File: config.mk
export PLATFORM = sky130hd
export DESIGN_NAME = bankreg_decoder
export DESIGN_NICKNAME = d
export VERILOG_FILES = /design/src/rtl/brf_pkg.sv /design/src/rtl/brf_addr_mux.sv /design/src/rtl/brf_decode.sv /design/src/rtl/brf_ram.sv /design/src/rtl/bankreg_decoder.sv
export SDC_FILE = /design/constraint.sdc
export NUM_CORES = 1
export LEC_CHECK = 0
export ABC_AREA = 0
export BUFFER_PORTS_ARGS = -buffer_cell sky130_fd_sc_hd__buf_2
export CORE_MARGIN = 5
export CORE_UTILIZATION = 32
export CTS_CLUSTER_DIAMETER = 50
export DETAILED_ROUTE_END_ITERATION = 6
export GPL_TIMING_DRIVEN = 0
export HOLD_SLACK_MARGIN = 0.1
export PLACE_DENSITY_LB_ADDON = 0.2
export SLEW_MARGIN = 5
export SYNTH_ARGS = -nofsm -noshare
export SYNTH_HDL_FRONTEND = slang
export SYNTH_SLANG_ARGS = --single-unit
File: constraint.sdc
create_clock -name clk -period 7.1 [get_ports clk]
set_clock_uncertainty 0.1 [all_clocks]
set_input_delay 0.71 -clock clk [delete_from_list [all_inputs] [get_ports clk]]
set_output_delay 0.71 -clock clk [all_outputs]
set_load 0.05 [all_outputs]
File: src/rtl/brf_pkg.sv
`timescale 1ns/1ps
package brf_pkg;
   typedef enum logic [1:0] {
      RG_SFR   = 2'b00,
      RG_RAM   = 2'b01,
      RG_ALIAS = 2'b10,
      RG_NONE  = 2'b11
   } region_e;
endpackage

File: src/rtl/brf_addr_mux.sv
`timescale 1ns/1ps
module brf_addr_mux #(
   parameter int DIR_W  = 7,
   parameter int ADDR_W = 8
) (
   input  logic              bank_sel,
   input  logic [DIR_W-1:0]  dir_addr,
   input  logic              use_ind,
   input  logic [ADDR_W-1:0] ptr,
   output logic [ADDR_W-1:0] addr
);
   if (ADDR_W != DIR_W + 1) begin : g_bad_width
      $error("brf_addr_mux: ADDR_W must be DIR_W + 1");
   end

   logic [ADDR_W-1:0] direct_addr;
   assign direct_addr = {bank_sel, dir_addr};
   assign addr        = use_ind ? ptr : direct_addr;
endmodule

File: src/rtl/brf_decode.sv
`timescale 1ns/1ps
module brf_decode
   import brf_pkg::*;
#(
   parameter int ADDR_W       = 8,
   parameter int SFR_SPAN     = 32,
   parameter int RAM_BASE     = 'h40,
   parameter int RAM_DEPTH    = 64,
   parameter bit ALIAS_EN     = 1'b1,
   parameter int ALIAS_BASE   = 'hF0,
   parameter int ALIAS_LEN    = 16,
   parameter int ALIAS_TARGET = 'h70,
   parameter int IND_OFS      = 0,
   localparam int IDX_W       = $clog2(RAM_DEPTH),
   localparam int SFR_W       = $clog2(SFR_SPAN)
) (
   input  logic [ADDR_W-1:0] addr,
   input  logic              use_ind,
   output region_e           region,
   output logic [IDX_W-1:0]  ram_idx,
   output logic [SFR_W-1:0]  sfr_ofs
);
   localparam int OFS_W = ADDR_W - 1;
   localparam int EXT_W = ADDR_W + 1;
   localparam logic [EXT_W-1:0] SFR_END = EXT_W'(SFR_SPAN);
   localparam logic [EXT_W-1:0] RAM_LO  = EXT_W'(RAM_BASE);
   localparam logic [EXT_W-1:0] RAM_HI  = EXT_W'(RAM_BASE + RAM_DEPTH);
   localparam logic [EXT_W-1:0] AL_LO   = EXT_W'(ALIAS_BASE);
   localparam logic [EXT_W-1:0] AL_HI   = EXT_W'(ALIAS_BASE + ALIAS_LEN);
   localparam logic [EXT_W-1:0] AL_SHIFT = EXT_W'(ALIAS_TARGET - RAM_BASE);
   localparam logic [EXT_W-1:0] IND_EXT = EXT_W'(IND_OFS);

   if (RAM_DEPTH != (1 << IDX_W)) begin : g_bad_depth
      $error("brf_decode: RAM_DEPTH must be a power of two");
   end
   if (SFR_SPAN > RAM_BASE) begin : g_bad_sfr
      $error("brf_decode: register space overlaps RAM");
   end
   if (IND_OFS >= SFR_SPAN) begin : g_bad_ind
      $error("brf_decode: indirect register outside register space");
   end
   if (RAM_BASE + RAM_DEPTH > (1 << OFS_W)) begin : g_bad_ram
      $error("brf_decode: RAM must lie in the lower bank");
   end
   if (ALIAS_EN && (ALIAS_TARGET < RAM_BASE ||
                    ALIAS_TARGET + ALIAS_LEN > RAM_BASE + RAM_DEPTH)) begin : g_bad_alias
      $error("brf_decode: mirror target outside RAM");
   end

   logic                 bank;
   logic [EXT_W-1:0]     ext_addr;
   logic [EXT_W-1:0]     ext_ofs;
   logic                 self_ref;
   logic                 sfr_hit;
   logic                 ram_hit;
   logic                 alias_hit;
   logic [EXT_W-1:0]     ram_lin;
   logic [EXT_W-1:0]     alias_lin;

   assign bank     = addr[ADDR_W-1];
   assign ext_addr = {1'b0, addr};
   assign ext_ofs  = {2'b00, addr[OFS_W-1:0]};
   assign self_ref = use_ind && (ext_ofs == IND_EXT);
   assign sfr_hit  = ext_ofs < SFR_END;
   assign ram_hit  = !bank && (ext_addr >= RAM_LO) && (ext_addr < RAM_HI);
   assign ram_lin  = ext_addr - RAM_LO;

   if (ALIAS_EN) begin : g_alias
      assign alias_hit = (ext_addr >= AL_LO) && (ext_addr < AL_HI);
      assign alias_lin = ext_addr - AL_LO + AL_SHIFT;
   end else begin : g_no_alias
      assign alias_hit = 1'b0;
      assign alias_lin = '0;
   end

   always_comb begin
      region  = RG_NONE;
      ram_idx = '0;
      if (self_ref) begin
         region = RG_NONE;
      end else if (sfr_hit) begin
         region = RG_SFR;
      end else if (ram_hit) begin
         region  = RG_RAM;
         ram_idx = ram_lin[IDX_W-1:0];
      end else if (alias_hit) begin
         region  = RG_ALIAS;
         ram_idx = alias_lin[IDX_W-1:0];
      end
   end

   assign sfr_ofs = addr[SFR_W-1:0];
endmodule

File: src/rtl/brf_ram.sv
`timescale 1ns/1ps
module brf_ram #(
   parameter int DATA_W = 8,
   parameter int DEPTH  = 64,
   localparam int IDX_W = $clog2(DEPTH)
) (
   input  logic              clk,
   input  logic              we,
   input  logic [IDX_W-1:0]  idx,
   input  logic [DATA_W-1:0] wdata,
   output logic [DATA_W-1:0] rdata
);
   logic [DATA_W-1:0] cells [DEPTH];

   always_ff @(posedge clk) begin
      if (we) begin
         cells[idx] <= wdata;
      end
   end

   assign rdata = cells[idx];
endmodule

File: src/rtl/bankreg_decoder.sv
`timescale 1ns/1ps
module bankreg_decoder
   import brf_pkg::*;
#(
   parameter int DATA_W       = 8,
   parameter int DIR_W        = 7,
   parameter int SFR_SPAN     = 32,
   parameter int RAM_BASE     = 'h40,
   parameter int RAM_DEPTH    = 64,
   parameter bit ALIAS_EN     = 1'b1,
   parameter int ALIAS_BASE   = 'hF0,
   parameter int ALIAS_LEN    = 16,
   parameter int ALIAS_TARGET = 'h70,
   parameter int IND_OFS      = 0,
   localparam int ADDR_W      = DIR_W + 1,
   localparam int SFR_W       = $clog2(SFR_SPAN)
) (
   input  logic              clk,
   input  logic              rst_n,
   input  logic              bank_sel,
   input  logic [DIR_W-1:0]  dir_addr,
   input  logic              use_ind,
   input  logic [ADDR_W-1:0] fsr,
   input  logic              wr_en,
   input  logic [DATA_W-1:0] wr_data,
   output logic [DATA_W-1:0] rd_data,
   output logic [ADDR_W-1:0] full_addr,
   output logic [1:0]        region,
   output logic              sfr_sel,
   output logic              sfr_bank,
   output logic [SFR_W-1:0]  sfr_ofs,
   output logic              sfr_we,
   input  logic [DATA_W-1:0] sfr_rdata
);
   localparam int IDX_W = $clog2(RAM_DEPTH);

   region_e             rg;
   logic [IDX_W-1:0]    ram_idx;
   logic [DATA_W-1:0]   ram_q;
   logic                ram_we;
   logic                wr_ok;

   brf_addr_mux #(
      .DIR_W  (DIR_W),
      .ADDR_W (ADDR_W)
   ) u_mux (
      .bank_sel (bank_sel),
      .dir_addr (dir_addr),
      .use_ind  (use_ind),
      .ptr      (fsr),
      .addr     (full_addr)
   );

   brf_decode #(
      .ADDR_W       (ADDR_W),
      .SFR_SPAN     (SFR_SPAN),
      .RAM_BASE     (RAM_BASE),
      .RAM_DEPTH    (RAM_DEPTH),
      .ALIAS_EN     (ALIAS_EN),
      .ALIAS_BASE   (ALIAS_BASE),
      .ALIAS_LEN    (ALIAS_LEN),
      .ALIAS_TARGET (ALIAS_TARGET),
      .IND_OFS      (IND_OFS)
   ) u_dec (
      .addr    (full_addr),
      .use_ind (use_ind),
      .region  (rg),
      .ram_idx (ram_idx),
      .sfr_ofs (sfr_ofs)
   );

   assign wr_ok  = wr_en && rst_n;
   assign ram_we = wr_ok && ((rg == RG_RAM) || (rg == RG_ALIAS));

   brf_ram #(
      .DATA_W (DATA_W),
      .DEPTH  (RAM_DEPTH)
   ) u_ram (
      .clk   (clk),
      .we    (ram_we),
      .idx   (ram_idx),
      .wdata (wr_data),
      .rdata (ram_q)
   );

   assign region   = rg;
   assign sfr_sel  = (rg == RG_SFR);
   assign sfr_bank = full_addr[ADDR_W-1];
   assign sfr_we   = wr_ok && sfr_sel;

   always_comb begin
      unique case (rg)
         RG_SFR:   rd_data = sfr_rdata;
         RG_RAM:   rd_data = ram_q;
         RG_ALIAS: rd_data = ram_q;
         default:  rd_data = '0;
      endcase
   end
endmodule

# Word level (Yosys, flattened, before mapping)
# Memories as Yosys holds them, arrays and structs flattened.
# Index checks and enable logic that the tools add are counted.
[totals]
ff_bits = 0
ram_bits = 512
wordCells = 35
mem_count = 1
[mem_list]
columns = ["name", "words", "word_bits", "read_ports", "rd_clocked_by_memory_dff", "wr", "line", "text"]
rows = [
  ["u_ram.cells", 64, 8, 1, 0, 1, "brf_ram.sv:13", "logic [DATA_W-1:0] cells [DEPTH];"],
]
[classes]
add_sub_neg = 3
magnitude_cmp = 5
n_eq_ne = 2
muxes = 12
reduce_logical = 12
[ops]
columns = ["op", "n"]
rows = [
  ["6-bit two-way mux", 4],
  ["8-bit one-hot mux with 2 select lines", 1],
  ["9-bit logical NOT", 1],
  ["8-bit by 9-bit < comparator with 1-bit output, second input constant", 1],
  ["8-bit by 7-bit >= comparator with 1-bit output, second input constant", 1],
  ["8-bit >= comparator, second input constant", 1],
  ["8-bit < comparator, second input constant", 1],
  ["8-bit two-way mux", 1],
  ["1-bit logical AND", 7],
  ["7-bit by 6-bit < comparator with 1-bit output, second input constant", 1],
  ["6-bit adder, second input constant", 1],
  ["2-bit two-way mux", 3],
  ["6-bit by 1-bit subtractor with 6-bit output, second input constant", 1],
  ["6-bit subtractor, second input constant", 1],
  ["1-bit two-way mux", 3],
  ["2-bit by 1-bit == test with 1-bit output, second input constant", 1],
  ["2-bit == test, second input constant", 1],
  ["2-bit logical NOT", 1],
  ["2-bit OR reduction", 1],
  ["1-bit logical NOT", 1],
  ["1-bit logical OR", 1],
]

# Depth between registers and ports, before layout
# Gate-level depths: netlist of run 1.
[depth]
word_depth = 12
mapped_depth = 12
ltp_nobuf = 10

# Hierarchy
# A second synthesis of run 1 with hierarchy kept.
[unflattened]
hier_cells = 1217
hier_area_um2 = 20791.2
[modules_own_cells]
columns = ["mod", "instances", "cells_each", "area_each_um2", "seq_area_each_um2"]
rows = [
  ["brf_ram", 1, 1163, 20289.5, 15374.7],
  ["bankreg_decoder", 1, 26, 231.5, 0.0],
  ["brf_decode", 1, 19, 138.9, 0.0],
  ["brf_addr_mux", 1, 9, 131.4, 0.0],
]

# Worst setup path before layout of run 1
# OpenSTA, ideal clock, no wires.
[synth_path]
kind = "input to output"
from = "input use_ind"
to = "output rd_data[0]"
arrival_time_ps = 4364
t_required_ps = 6290
slack_ps = 1926
path_stages = 9
n_path_buf = 1
path_cell_list = "buf_6 > or4b_2 > nor4_1 > a22o_1 > inv_1 > ha_1 > nor2b_1 > o2111ai_1 > o31ai_1"
[synth_between]
elab_chain_len = 10
elab_cells_between_ends = 29
[synth_lines]
columns = ["element", "line", "text"]
rows = [
  ["start, declared", "bankreg_decoder.sv:22", "input logic use_ind,"],
  ["8-bit two-way mux", "brf_addr_mux.sv:18", "assign addr = use_ind ? ptr : direct_addr;"],
  ["8-bit by 7-bit >= comparator with 1-bit output or 1-bit logical NOT (tied branches)", "brf_decode.sv:65", "assign ram_hit = !bank && (ext_addr >= RAM_LO) && (ext_addr < RAM_HI);"],
  ["1-bit logical AND (2 in series)", "brf_decode.sv:65", ""],
  ["2-bit two-way mux", "brf_decode.sv:83", "end else if (ram_hit) begin"],
  ["2-bit two-way mux", "brf_decode.sv:81", "end else if (sfr_hit) begin"],
  ["2-bit two-way mux *", "brf_decode.sv:79", "if (self_ref) begin"],
  ["net region[1]", "bankreg_decoder.sv:28", "output logic [1:0] region,"],
  ["2-bit by 1-bit == test with 1-bit output or 2-bit == test (tied branches)", "bankreg_decoder.sv:92", "unique case (rg)"],
  ["2-bit OR reduction (no line)", "n/a", ""],
  ["8-bit one-hot mux with 2 select lines *", "bankreg_decoder.sv:92", ""],
  ["end, declared", "bankreg_decoder.sv:26", "output logic [DATA_W-1:0] rd_data,"],
]
# The timed path passes the listed nets; every way through them passes the cells marked *.

# Worst setup path after layout of run 1
[layout_path]
from = "input use_ind"
to = "output rd_data[6]"
[layout_between]
elab_chain_len = 10
elab_cells_between_ends = 29
[layout_lines]
columns = ["element", "line"]
rows = [
  ["branches (longest 9 deep; another with memory 64 x 8 bit)", "n/a"],
  ["8-bit one-hot mux with 2 select lines *", "bankreg_decoder.sv:92"],
]
# Mark *: on every way between the ends.

==> impl_table.tex, run 1 <==
\begin{tabular}{lr}
\hline
Metric & Value \\
\hline
\multicolumn{2}{l}{\textbf{Run status}} \\
Status & finished clean \\
\multicolumn{2}{l}{\textbf{Cells and area}} \\
Growth of design area from synthesis to finish & 15.4\% \\
Largest registers in the final layout & u\_ram.cells (512) \\
Storage cell area & 15400 µm² \\
Register with the most flip-flops & u\_ram.cells \\
Number of antenna cells inserted & 0 \\
Number of fillers in the final layout & 5987 \\
Layout cells sized above 1 & 15.4\% \\
Multi-input logic area & 4550 µm² \\
Fin area & 23600 µm² \\
Share of the core filled with cells in the final layout & 37.3\% \\
Number of nets in the final layout & 1562 \\
Flip-flop count of the largest register after layout & 512 \\
\multicolumn{2}{l}{\textbf{Floorplanning}} \\
Std cell rows & 92 \\
Initial Utilization & 32.3\% \\
Vertical die dimension & 263 µm \\
Die Outline Area & 69000 µm² \\
Core Area & 63200 µm² \\
Number of top-level pins & 62 \\
Die width & 263 µm \\
\multicolumn{2}{l}{\textbf{Synth}} \\
Number of enable-type register cells in the synthesized netlist & 512 \\
Number of synthesized register bits & 512 \\
Synth Area in Compound Gates & 9.67\% \\
Largest family of logic cells by synthesized area & simple AND/OR/NAND/NOR gates \\
Area share of and/or/nand/nor cells after synthesis & 11.0\% \\
Most common flop cell mapped by yosys & sky130\_fd\_sc\_hd\_\_edfxtp\_1 \\
Mux contribution to synthesized area & 1.46\% \\
Number of unique standard cell types used by synthesis & 73 \\
Synth Cell Area & 20400 µm² \\
Xor/xnor cell area share of the yosys netlist & 0\% \\
Largest cells by area after synthesis & sky130\_fd\_sc\_hd\_\_edfxtp\_1 (75\%), sky130\_fd\_sc\_hd\_\_nor2\_1 (6.4\%), sky130\_fd\_sc\_hd\_\_o22ai\_1 (3.9\%) \\
Share of flip-flops with an asynchronous set or reset & 0\% \\
Mapped Nets & 1446 \\
Synthesized netlist cell count & 1408 \\
Area share of the leading cell type in the synthesized netlist & 75.3\% \\
Synthesized area per cell & 14.5 µm² \\
Adder and majority gate portion of the synthesized area & 0.122\% \\
Cell type with the highest aggregate area in the netlist & sky130\_fd\_sc\_hd\_\_edfxtp\_1 \\
Sequential share of the synthesized area & 75.3\% \\
Total of warnings raised by yosys & 0 \\
\multicolumn{2}{l}{\textbf{Hold path}} \\
Destination of the worst hold path & u\_ram.cells[4][6]\$\_DFFE\_PP\_ \\
Instance count along the most critical hold path & 1 \\
Class of the tightest hold or removal check & input pin to flip-flop \\
Min-delay src & wr\_data[6] \\
\multicolumn{2}{l}{\textbf{Worst setup path}} \\
Worst setup path category & input pin to output pin \\
Startpoint type of the worst setup path & input pin \\
Slowest library cell on the worst path & sky130\_fd\_sc\_hd\_\_o31ai\_1 \\
Crit path buf inv count & 4 \\
Chain of cells forming the critical path & buf\_6 -> buf\_8 -> mux2i\_4 -> clkbuf\_1 -> nor2\_1 -> nor2\_1 -> o22ai\_1 -> o41ai\_1 -> o2111ai\_1 -> o31ai\_1 -> buf\_2 \\
Source of the critical timing path & use\_ind \\
Data arrival, critical path & 4990 ps \\
Crit path capture type & output pin \\
Required arrival time at the worst endpoint & 6290 ps \\
Critical-path maximum fanout & 10 \\
Dominant cell type by count on the critical path & sky130\_fd\_sc\_hd\_\_nor2\_1 \\
Worst stage delay on the critical path & 730 ps \\
Crit path max-delay family & compound AO/OA/AOI/OAI gates \\
\multicolumn{2}{l}{\textbf{Timing}} \\
Highest Clock Rate & 172 MHz \\
Number of pins exceeding their max-slew limit in the final report & 0 \\
Count of final hold-check violations & 0 \\
Post-route clock period utilization & 81.7\% \\
Final setup violation count & 0 \\
Crit path time final & 5800 ps \\
Worst slew margin & 8.71\% \\
Slew at the pin with the worst max-slew slack & 1370 ps \\
Worst hold-check slack & 616 ps \\
RSZ-0062 raised after global routing & no \\
Final total negative setup slack & 0 ps \\
\multicolumn{2}{l}{\textbf{Placed design}} \\
IO buf count & 60 \\
Area after detailed placement & 21800 µm² \\
DPL Wire Length & 52000 µm \\
Weighted congestion at the end of routability-driven global placement & 0.937 \\
\multicolumn{2}{l}{\textbf{Routing}} \\
Routed wire length on met2 & 33500 µm \\
Highest routed layer & met4 \\
Detailed-route DRC error count & 0 \\
Number of search-and-repair iterations in the first detailed-routing pass & 5 \\
Routed length per instance & 32.0 µm \\
Length of routed wiring on met1 & 34300 µm \\
ANT nets after route & 0 \\
Met3 WL post-DR & 7330 µm \\
Detailed-route vias per instance & 5.65 \\
Overall routed net length & 77300 µm \\
Detailed-route via count & 13700 \\
Iter 0 DRT Violations & 2204 \\
\multicolumn{2}{l}{\textbf{Global route}} \\
GRT Residual Overflow & 0 \\
Global-route total usage across every layer & 21.5\% \\
Maximum number of pins on one net before global-route repair & 65 \\
Number of global-route vias before repair & 12700 \\
Number of antenna violations at the first check in global routing & 0 \\
First-pass GRT wire length & 105000 µm \\
\multicolumn{2}{l}{\textbf{Clock tree}} \\
Number of instances resized during post-cts repair & 0 \\
Total of hold buffers inserted after clock tree synthesis & 0 \\
Clock buffers created by TritonCTS & 53 \\
Clock transition at the register clock pins on the worst setup and hold paths after CTS & 60 ps \\
Root buffer cell & sky130\_fd\_sc\_hd\_\_clkbuf\_16 \\
TritonCTS sink count & 512 \\
Maximum buffer depth of the clock tree & 3 \\
Clock tree from TritonCTS & built \\
H-Tree Depth & 2 \\
Buffers inserted by post-CTS timing repair & 0 \\
\multicolumn{2}{l}{\textbf{Pwr}} \\
Tot Pwr & 6.87 mW \\
Power density normalized to cell area & 291 nW/µm² \\
LEAKAGE & 7.59 nW \\
Worst supply voltage drop on vdd & 0.000161 V \\
\multicolumn{2}{l}{\textbf{Run}} \\
Max-cap check violation count & 0 \\
\hline
\end{tabular}
[report_power, final]
part           internal, mW  switching, mW
clock                  1.66           1.21
sequential             3.34        0.00219
combinational         0.146          0.516
[cells by family after synthesis]
group	Yosys count
flops	512
simple gates	508
compound gates	274
buf+inv	89
mux	23
fa+ha+maj	2
[worst max path at each step]
stage	to	slack, ps	cells after the start
2_1_floorplan	rd_data[0]	1930	9
3_3_place_gp	rd_data[6]	1450	11
3_5_place_dp	rd_data[6]	1510	11
4_1_cts	rd_data[6]	1490	11
5_1_grt	rd_data[1]	1290	12
6_report	rd_data[6]	1300	11
[cells in the final DEF, fill, tap and decap left out, drive strengths merged, types with 9 or more instances in the layout]
cell | synthesis | routed
mux2i | 19 | 19
o22ai | 126 | 126
nor2 | 347 | 347
buf | 66 | 127
a2bb2oi | 9 | 9
nand4 | 9 | 9
nand2 | 58 | 58
o31ai | 31 | 31
clkinv | 0 | 26
a21oi | 14 | 14
nand3 | 24 | 24
o221ai | 21 | 21
edfxtp | 512 | 512
clkbuf | 12 | 72
nand3b | 9 | 9
o21ai | 9 | 9
nor4 | 9 | 9
inv | 11 | 13
nor3 | 20 | 20
[layout make-up]
cell class	instances	area share, %
buffer	78	1.99
inverter	11	0.175
sequential	512	65.2
timing repair buffer	61	1.37
clock inverter	39	1.57
clock buffer	60	5.92
multi-input combinational	807	19.3
tap	846	4.49
[cell usage after synthesis (8+ instances only)]
master,count
sky130_fd_sc_hd__a21oi_1,13
sky130_fd_sc_hd__edfxtp_1,512
sky130_fd_sc_hd__nor2_1,346
sky130_fd_sc_hd__a2bb2oi_1,8
sky130_fd_sc_hd__buf_4,17
sky130_fd_sc_hd__a211oi_1,8
sky130_fd_sc_hd__buf_2,40
sky130_fd_sc_hd__o221ai_1,20
sky130_fd_sc_hd__and2_1,8
sky130_fd_sc_hd__o22ai_1,126
sky130_fd_sc_hd__nand4_1,8
sky130_fd_sc_hd__nand2_1,56
sky130_fd_sc_hd__clkbuf_1,12
sky130_fd_sc_hd__nor3_1,19
sky130_fd_sc_hd__o21ai_0,8
sky130_fd_sc_hd__o31ai_1,31
sky130_fd_sc_hd__nor4_1,9
sky130_fd_sc_hd__nand3b_1,9
sky130_fd_sc_hd__nand3_1,18
sky130_fd_sc_hd__mux2i_1,14
[stage by stage]
stage	instances	worst slack (ps)
2_1_floorplan	1408	1930
6_report	2414	1300
3_5_place_dp	2315	1510
3_3_place_gp	2314	1450
5_1_grt	2414	1290
4_1_cts	2414	1490
[layer usage]
metal / up-vias / GRT usage (%)
met5: - / 0
met4: 0 / 5.60
met3: 112 / 5.03
met2: 795 / 31.9
met1: 7057 / 31.8
li1: 5686 / -
Power figures use the tool's default switching activity.
==> run 2, diff against run 1 <==
==> constraint.sdc (replaced) <==
create_clock -name clk -period 5.1 [get_ports clk]
set_clock_uncertainty 0.1 [all_clocks]
set_input_delay 0.51 -clock clk [delete_from_list [all_inputs] [get_ports clk]]
set_output_delay 0.51 -clock clk [all_outputs]
set_load 0.05 [all_outputs]
==> run 2 against run 1 <==
  * The flow now finishes with violations (negative setup slack)
  * Sequential cell count did not move
  * Via count fell by 0.18%
  * Clock power rose by 39%
  * Final cell count did not move
  * Critical path type unchanged
  * Largest cell class unchanged
==> impl_table.tex, run 2 (synthesis results as in run 1) <==
\begin{tabular}{lr}
\hline
Metric & Value \\
\hline
\multicolumn{2}{l}{\textbf{Run status}} \\
Status & finished with violations \\
Violated checks & negative setup slack \\
\multicolumn{2}{l}{\textbf{Cells and area}} \\
Share of the core filled with cells in the final layout & 37.3\% (about the same) \\
Post-route insts no fill & 2414 (unchanged) \\
Layout cells sized above 1 & 15.7\% (+0.32 points) \\
Register with the most flip-flops & u\_ram.cells \\
Growth of design area from synthesis to finish & 15.5\% (about the same) \\
Top library cells by usage in the layout, fill and taps aside & sky130\_fd\_sc\_hd\_\_edfxtp\_1 (512), sky130\_fd\_sc\_hd\_\_nor2\_1 (346), sky130\_fd\_sc\_hd\_\_o22ai\_1 (126), sky130\_fd\_sc\_hd\_\_buf\_2 (94), sky130\_fd\_sc\_hd\_\_nand2\_1 (56) \\
Most common library cell in the layout ignoring fill and taps & sky130\_fd\_sc\_hd\_\_edfxtp\_1 \\
Largest registers in the final layout & u\_ram.cells (512) \\
Flip-flop count of the largest register after layout & 512 (unchanged) \\
Number of antenna cells inserted & 0 (unchanged) \\
Number of fillers in the final layout & 5988 (+0.017\%) \\
Number of nets in the final layout & 1562 (unchanged) \\
\multicolumn{2}{l}{\textbf{Routing}} \\
Detailed-route via count & 13600 (-0.18\%) \\
Detailed-route DRC error count & 0 (unchanged) \\
Routed length per instance & 32.0 µm (about the same) \\
Detailed-route vias per instance & 5.64 (-0.18\%) \\
Number of search-and-repair iterations in the first detailed-routing pass & 5 (unchanged) \\
ANT nets after route & 0 (unchanged) \\
Iter 0 DRT Violations & 2115 (-4.0\%) \\
Overall routed net length & 77300 µm (about the same) \\
\multicolumn{2}{l}{\textbf{Timing}} \\
Worst slew margin & 8.44\% (-0.27 points) \\
Worst hold-check slack & 415 ps (-201 ps) \\
Final setup violation count & 1 (+1) \\
Post-route clock period utilization & 102\% \\
Post-route setup slack & -106 ps (-1400 ps) \\
Count of final hold-check violations & 0 (unchanged) \\
Number of pins exceeding their max-slew limit in the final report & 0 (unchanged) \\
Highest Clock Rate & 192 MHz \\
Crit path time final & 5210 ps \\
Slew at the pin with the worst max-slew slack & 1370 ps (+4.01 ps) \\
RSZ-0062 raised after global routing & no \\
\multicolumn{2}{l}{\textbf{Hold path}} \\
Class of the tightest hold or removal check & input pin to flip-flop \\
Min-delay src & wr\_data[4] \\
\multicolumn{2}{l}{\textbf{Clock tree}} \\
Clock transition at the register clock pins on the worst setup and hold paths after CTS & 60 ps (about the same) \\
Clock buffers created by TritonCTS & 53 (unchanged) \\
Total of hold buffers inserted after clock tree synthesis & 0 (unchanged) \\
Root buffer cell & sky130\_fd\_sc\_hd\_\_clkbuf\_16 \\
TritonCTS sink count & 512 (unchanged) \\
Maximum buffer depth of the clock tree & 3 (unchanged) \\
Clock tree from TritonCTS & built \\
H-Tree Depth & 2 (unchanged) \\
Number of instances resized during post-cts repair & 3 (+3) \\
Buffers inserted by post-CTS timing repair & 0 (unchanged) \\
\multicolumn{2}{l}{\textbf{Global route}} \\
Layer with the highest usage after global routing & met2 \\
Grt met2 use & 31.8\% (-0.098 points) \\
Met1 track utilization from global routing & 31.7\% (-0.13 points) \\
First-pass GRT wire length & 105000 µm (about the same) \\
Number of global-route vias before repair & 12700 (+0.12\%) \\
GRT Residual Overflow & 0 (unchanged) \\
Met3 Use GR & 5.07\% (+0.047 points) \\
Maximum number of pins on one net before global-route repair & 65 (unchanged) \\
Global-route total usage across every layer & 21.4\% (about the same) \\
Number of antenna violations at the first check in global routing & 0 (unchanged) \\
\multicolumn{2}{l}{\textbf{Floorplanning}} \\
Die width & 263 µm (unchanged) \\
Std cell rows & 92 (unchanged) \\
Die Outline Area & 69000 µm² (unchanged) \\
Initial Utilization & 32.3\% (unchanged) \\
Vertical die dimension & 263 µm (unchanged) \\
Core Area & 63200 µm² (unchanged) \\
Number of top-level pins & 62 (unchanged) \\
\multicolumn{2}{l}{\textbf{Placed design}} \\
IO buf count & 60 (unchanged) \\
Minimum setup slack after placement & -88.1 ps (-1600 ps) \\
DPL Wire Length & 52000 µm (unchanged) \\
Cell count after placement & 2315 (unchanged) \\
Weighted congestion at the end of routability-driven global placement & 0.937 (unchanged) \\
\multicolumn{2}{l}{\textbf{Worst setup path}} \\
Startpoint type of the worst setup path & input pin \\
Required arrival time at the worst endpoint & 4490 ps (-1800 ps) \\
Critical-path maximum fanout & 10 (unchanged) \\
Worst setup path category & input pin to output pin \\
Data arrival, critical path & 4600 ps (-390 ps) \\
Source of the critical timing path & use\_ind \\
Crit path capture type & output pin \\
\multicolumn{2}{l}{\textbf{Pwr}} \\
Worst supply voltage drop on vdd & 0.000224 V (+39\%) \\
Power density normalized to cell area & 405 nW/µm² (+39\%) \\
Tot Pwr & 9.56 mW (+39\%) \\
LEAKAGE & 7.61 nW (+0.16\%) \\
\multicolumn{2}{l}{\textbf{Run}} \\
Max-cap check violation count & 0 (unchanged) \\
\hline
\end{tabular}
[run 2: cell counts in the layout (fill, tap and decap cells not counted)]
Identical to the previous run, type by type.
[run 2: layout make-up]
type,instances,area (µm²),area share [%]
repair buffers,61,323,1.37
plain buffers,78,473,2.00
clock buffers,60,1400,5.91
inverters,11,41.3,0.175
well taps,846,1060,4.49
clock inverters,39,370,1.57
multi-input cells,807,4560,19.3
flip-flops and latches,512,15400,65.2
[run 2: worst paths after layout]
check,end,depth (start not counted)
worst max-delay path,rd_data[3],11
worst min-delay path,u_ram.cells[63][4]$_DFFE_PP_,1
[run 2: per-stage QoR]
stage / setup TNS [ps] / area [µm²]
after floorplan: 0 / 20400
after global placement: -252 / 21800
after detailed placement: -154 / 21800
after CTS: 0 / 23600
after global routing: 0 / 23600
final: -106 / 23600
[run 2: worst max-delay path, stage by stage]
cell and delay (ps):
sky130_fd_sc_hd__buf_6 120, sky130_fd_sc_hd__mux2i_4 390, sky130_fd_sc_hd__nand2_1 140, sky130_fd_sc_hd__buf_6 190, sky130_fd_sc_hd__nand3_4 210, sky130_fd_sc_hd__clkbuf_1 680
sky130_fd_sc_hd__o22ai_1 190, sky130_fd_sc_hd__o31ai_1 720, sky130_fd_sc_hd__nand4_1 430, sky130_fd_sc_hd__o31ai_1 610, sky130_fd_sc_hd__buf_2 380
[run 2: power by group]
part | internal [mW] | total [mW] | leakage (nW) | switching [mW]
clock network | 2.32 | 3.99 | 0.861 | 1.68
logic | 0.206 | 0.923 | 2.14 | 0.717
registers | 4.64 | 4.65 | 4.60 | 0.00304
total | 7.16 | 9.56 | 7.61 | 2.40
[run 2: metal layers]
| metal | part of all wire (%) | vias up |
|---|---|---|
| met1 | 44 | 7009 |
| met5 | 0 | - |
| met4 | 3.0 | 0 |
| met3 | 10 | 125 |
| li1 | - | 5696 |
| met2 | 43 | 795 |
